## config.mk

```make
export PLATFORM = sky130hd
export DESIGN_NAME = seq_xfer_mover
export DESIGN_NICKNAME = d
export VERILOG_FILES = /design/src/rtl/xfer_pkg.sv /design/src/rtl/xfer_bitrev.sv /design/src/rtl/xfer_sequencer.sv /design/src/rtl/xfer_datapath.sv /design/src/rtl/seq_xfer_mover.sv
export SDC_FILE = /design/constraint.sdc
export NUM_CORES = 1
export LEC_CHECK = 0
export ABC_AREA = 1
export BUFFER_PORTS_ARGS = -buffer_cell sky130_fd_sc_hd__buf_4
export CAP_MARGIN = 5
export CORE_MARGIN = 5
export CORE_UTILIZATION = 40
export CTS_CLUSTER_SIZE = 25
export DETAILED_ROUTE_END_ITERATION = 6
export PLACE_DENSITY = 0.69
export SYNTH_ARGS = -nofsm -noshare
export SYNTH_HDL_FRONTEND = slang
export SYNTH_SLANG_ARGS = --single-unit
```

## constraint.sdc

```tcl
create_clock -name clk -period 1.45 [get_ports clk]
set_input_delay 0.145 -clock clk [delete_from_list [all_inputs] [get_ports clk]]
set_output_delay 0.145 -clock clk [all_outputs]
set_load 0.05 [all_outputs]
```

## src/rtl/xfer_pkg.sv

```systemverilog
package xfer_pkg;

  typedef enum logic [2:0] {
    ST_IDLE  = 3'd0,
    ST_LOAD  = 3'd1,
    ST_INV   = 3'd2,
    ST_REV   = 3'd3,
    ST_MERGE = 3'd4,
    ST_OUT   = 3'd5
  } step_e;

  typedef struct packed {
    logic out_z;
    logic or_c;
    logic rev_b;
    logic inv_c;
    logic ld_a;
  } xfer_stb_t;

  localparam int unsigned STB_W = 5;

  function automatic step_e next_step(input step_e s);
    case (s)
      ST_LOAD:  next_step = ST_INV;
      ST_INV:   next_step = ST_REV;
      ST_REV:   next_step = ST_MERGE;
      ST_MERGE: next_step = ST_OUT;
      default:  next_step = ST_IDLE;
    endcase
  endfunction

endpackage

```

## src/rtl/xfer_bitrev.sv

```systemverilog
module xfer_bitrev #(
  parameter int unsigned W = 2
) (
  input  logic [W-1:0] din,
  output logic [W-1:0] dout
);

  for (genvar i = 0; i < W; i++) begin : g_swap
    assign dout[i] = din[W-1-i];
  end

endmodule

```

## src/rtl/xfer_sequencer.sv

```systemverilog
module xfer_sequencer
  import xfer_pkg::*;
(
  input  logic      clk,
  input  logic      rst,
  input  logic      start,
  output xfer_stb_t stb,
  output logic      busy,
  output logic      done
);

  step_e step_q;
  logic  phase_q;
  logic  busy_q;
  logic  done_q;
  logic  commit;

  // A step commits only in its second phase.
  assign commit = phase_q && (step_q != ST_IDLE);

  always_ff @(posedge clk) begin
    if (rst) begin
      step_q  <= ST_IDLE;
      phase_q <= 1'b0;
      busy_q  <= 1'b0;
      done_q  <= 1'b0;
    end else begin
      done_q <= 1'b0;
      if (step_q == ST_IDLE) begin
        phase_q <= 1'b0;
        if (start) begin
          step_q <= ST_LOAD;
          busy_q <= 1'b1;
        end
      end else if (!phase_q) begin
        phase_q <= 1'b1;
      end else begin
        phase_q <= 1'b0;
        step_q  <= next_step(step_q);
        if (step_q == ST_OUT) begin
          busy_q <= 1'b0;
          done_q <= 1'b1;
        end
      end
    end
  end

  always_comb begin
    stb       = '0;
    stb.ld_a  = commit && (step_q == ST_LOAD);
    stb.inv_c = commit && (step_q == ST_INV);
    stb.rev_b = commit && (step_q == ST_REV);
    stb.or_c  = commit && (step_q == ST_MERGE);
    stb.out_z = commit && (step_q == ST_OUT);
  end

  assign busy = busy_q;
  assign done = done_q;

endmodule

```

## src/rtl/xfer_datapath.sv

```systemverilog
module xfer_datapath
  import xfer_pkg::*;
#(
  parameter int unsigned W = 2
) (
  input  logic         clk,
  input  logic         rst,
  input  xfer_stb_t    stb,
  input  logic [W-1:0] x,
  output logic [W-1:0] z
);

  logic [W-1:0] a_q, b_q, c_q, z_q;
  logic [W-1:0] c_rev;

  xfer_bitrev #(.W(W)) u_rev (
    .din  (c_q),
    .dout (c_rev)
  );

  always_ff @(posedge clk) begin
    if (rst) begin
      a_q <= '0;
      b_q <= '0;
      c_q <= '0;
      z_q <= '0;
    end else begin
      if (stb.ld_a)  a_q <= x;
      if (stb.inv_c) c_q <= ~a_q;
      if (stb.rev_b) b_q <= c_rev;
      if (stb.or_c)  c_q <= a_q | b_q;
      if (stb.out_z) z_q <= c_q;
    end
  end

  assign z = z_q;

endmodule

```

## src/rtl/seq_xfer_mover.sv

```systemverilog
module seq_xfer_mover
  import xfer_pkg::*;
#(
  parameter int unsigned W = 2
) (
  input  logic         clk,
  input  logic         rst,
  input  logic         start,
  input  logic [W-1:0] x,
  output logic [W-1:0] z,
  output logic         busy,
  output logic         done
);

  xfer_stb_t        stb;
  logic [STB_W-1:0] stb_bits;

  xfer_sequencer u_seq (
    .clk   (clk),
    .rst   (rst),
    .start (start),
    .stb   (stb),
    .busy  (busy),
    .done  (done)
  );

  xfer_datapath #(.W(W)) u_dp (
    .clk (clk),
    .rst (rst),
    .stb (stb),
    .x   (x),
    .z   (z)
  );

  assign stb_bits = stb;

endmodule

```

==> metrics.json <==
{
  "setup_tns": {"value": 0, "unit": "ns"},
  "hold_class": {"value": "primary input to flop"},
  "drive_above_1_share": {"value": 16.7, "unit": "%"},
  "post_synth_instance_area": {"value": 657, "unit": "um2"},
  "setup-violations-final": {"value": 0},
  "rsz0062_at_grt": {"value": "no"},
  "worst_slew_pin_slew": {"value": 0.293, "unit": "ns"},
  "die_h": {"value": 50.5, "unit": "um"},
  "report.power.total": {"value": 1.19, "unit": "mW"},
  "worst_r2r_startpoint": {"value": "u_seq.step_q[2]$_SDFFE_PP0P_"},
  "timing_worst_setup_path_type": {"value": "flop to flop"},
  "vias": {"value": 639},
  "cts_made_buffers": {"value": 3},
  "finalWeightedCongestion": {"value": 0.835},
  "synth-warning-count": {"value": 0},
  "floorplan_die_area": {"value": 2550, "unit": "um2"},
  "start_util": {"value": 43.1, "unit": "%"},
  "min_period_over_period": {"value": 84.7, "unit": "%"},
  "synth-seq-cells": {"value": 14},
  "grt_first_pass_wirelength": {"value": 2.25, "unit": "mm"},
  "start_kind": {"value": "flop"},
  "layout_commonest_cell": {"value": "nand2_1"},
  "drt_pass1_iterations": {"value": 5},
  "critPathCapture": {"value": "u_seq.step_q[1]$_SDFFE_PP0P_"},
  "cts_tree": {"value": "yes"},
  "detail_placement_hpwl": {"value": 987, "unit": "um"},
  "grt_overflow": {"value": 0},
  "cts_repair_resize_count": {"value": 0},
  "final_nets": {"value": 115},
  "cts-root-to-sink-buffers": {"value": 2},
  "core_rows": {"value": 14},
  "r2r_cells": {"value": 5},
  "clkSlewWorstSetupHoldPaths": {"value": 0.08, "unit": "ns"},
  "grt_usage": {"value": 11.5, "unit": "%"},
  "post-cts-setup-buffer-count": {"value": 0},
  "timing.max_slew.rel_slack": {"value": 80.4, "unit": "%"},
  "routed_wl": {"value": 1.34, "unit": "mm"},
  "die_x": {"value": 50.5, "unit": "um"},
  "leakage_dissipation": {"value": 0.383, "unit": "nW"},
  "detail-route-antenna-nets": {"value": 0},
  "post_cts_hold_buffer_count": {"value": 0},
  "drc": {"value": 0},
  "synth.net_count": {"value": 104},
  "worstSetupEndpointType": {"value": "flop"},
  "ys_seq_area_share": {"value": 42.7, "unit": "%"},
  "finalClockSkew": {"value": 0.00109, "unit": "ns"},
  "start_point_of_the_critical_path": {"value": "u_seq.step_q[2]$_SDFFE_PP0P_"},
  "maximum_number_of_pins_on_one_net_before_global_route_repair": {"value": 10},
  "floorplan.core_area": {"value": 1520, "unit": "um2"},
  "max_freq": {"value": 814, "unit": "MHz"},
  "cts_sinks": {"value": 14},
  "vias_per_cell": {"value": 5.15},
  "synth_cells": {"value": 99},
  "run_status": {"value": "finished clean"},
  "cp_data_arrival_time": {"value": 1.40, "unit": "ns"},
  "library_cells_used_by_synthesis": {"value": 14},
  "utilization": {"value": 49.1, "unit": "%"},
  "tmin_final": {"value": 1.23, "unit": "ns"},
  "reg2reg_to": {"value": "u_seq.step_q[1]$_SDFFE_PP0P_"},
  "commonest_cells_after_routing_fill_and_taps_aside": {"value": "nand2_1, nor2_1, dfxtp_1"},
  "clk_root_buffer_cell": {"value": "clkbuf_4"},
  "worstSkewPairLatency": {"value": 0.28, "unit": "ns"},
  "drv_slew": {"value": 0},
  "drt_first_iter_violations": {"value": 7},
  "htree_levels": {"value": 1},
  "timing.critical_path.fanout_max": {"value": 9},
  "powerDensity": {"value": 1600, "unit": "nW/um2"},
  "critical_path_required": {"value": 1.63, "unit": "ns"},
  "max_cap_viol_count": {"value": 0},
  "timing.final.hold_violations": {"value": 0},
  "area.growth.synth_to_final": {"value": 13.9, "unit": "%"},
  "io_pins": {"value": 9},
  "ir_drop": {"value": 0.617, "unit": "mV"},
  "number_of_antenna_violations_at_the_first_check_in_global_routing": {"value": 0},
  "routed_wire_length_per_instance": {"value": 10.8, "unit": "um"},
  "antenna-diode-count": {"value": 0},
  "reg2reg_setup_slack": {"value": 0.22, "unit": "ns"},
  "grt_pass1_vias": {"value": 567},
  "post_synth.cell_area_avg": {"value": 6.64, "unit": "um2"},
  "io_buffers": {"value": 8}
}
-- routing by layer --
metal  GRT usage (%)  wire [um]  vias up
li1                -          -      330
met1            13.0        602      283
met2            16.7        607       21
met3            6.21        110        5
met4            7.23         23        0
met5               0          0        -
-- cell families (layout without fill, tap and decap cells) --
group | count (synthesis) | after routing | synth area share, %
and+or+nand+nor | 61 | 61 | 40.8
DFF | 14 | 14 | 42.7
AOI/OAI and AO/OA | 9 | 9 | 6.86
buffers and inverters | 15 | 24 | 9.71
-- cell usage after synthesis --
cell type   n  area share, %
nor2_2      3            2.9
inv_1      11            6.3
clkbuf_1    1           0.57
dfxtp_1    14             43
nor2_1     17            9.7
buf_4       2            2.3
inv_2       1           0.57
nand4_1     3            2.9
o21ai_0     2            1.5
a21oi_1     7            5.3
nand2_2     1           0.95
nand3_1    12            9.1
nand3_2     1            1.5
nand2_1    24             14
-- sequential cells by signal, indices dropped and copies added (netlist names) --
name / cells
u_seq.phase_q: 1
u_dp.c_q: 2
u_seq.step_q: 3
u_dp.b_q: 2
u_seq.done: 1
u_seq.busy: 1
u_dp.a_q: 2
u_dp.z: 2
-- how the worst min path moves through the flow --
stage / cells after the start / from / to / slack (ns)
finish: 2 / rst / u_dp.z[0]$_SDFFE_PP0P_ / 0.08
global placement: 2 / rst / u_seq.busy$_SDFFE_PP0P_ / 0.37
CTS: 2 / rst / u_dp.z[0]$_SDFFE_PP0P_ / 0.07
detailed placement: 2 / rst / u_dp.z[0]$_SDFFE_PP0P_ / 0.37
floorplan: 2 / x[0] / u_dp.a_q[0]$_SDFFE_PP0P_ / 0.31
global route: 2 / rst / u_dp.z[1]$_SDFFE_PP0P_ / 0.07
-- cell type report --
type | instances | area [um2]
flip-flops and latches | 14 | 280
fillers | 159 | 776
inverters | 12 | 45.0
well taps | 16 | 20.0
repair buffers | 9 | 67.6
clock buffers | 3 | 22.5
multi-input cells | 70 | 313
-- per-stage QoR --
step                      setup slack, ns  instances  hold slack (ns)  cell area [um2]
after floorplan                     0.403         99            0.308              657
after global placement              0.270        121            0.371              726
after CTS                           0.250        124           0.0668              748
after detailed placement            0.273        121            0.374              726
after global routing                0.124        124           0.0675              748
final                               0.222        124           0.0784              748
-- report_power, final --
part | internal [mW] | leakage (nW) | switching, mW
clock network | 0.0963 | 0.0138 | 0.122
logic | 0.153 | 0.255 | 0.287
registers | 0.451 | 0.114 | 0.0842
total | 0.701 | 0.383 | 0.493
-- worst max-delay path, cell delays in order, from the launching register on --
cell and delay (ns):
dfxtp_1 0.48, inv_1 0.18, nand2_1 0.13, nand2_1 0.12
a21oi_1 0.15, nor2_1 0.06
Note: power is estimated with default switching activity, not from simulation.
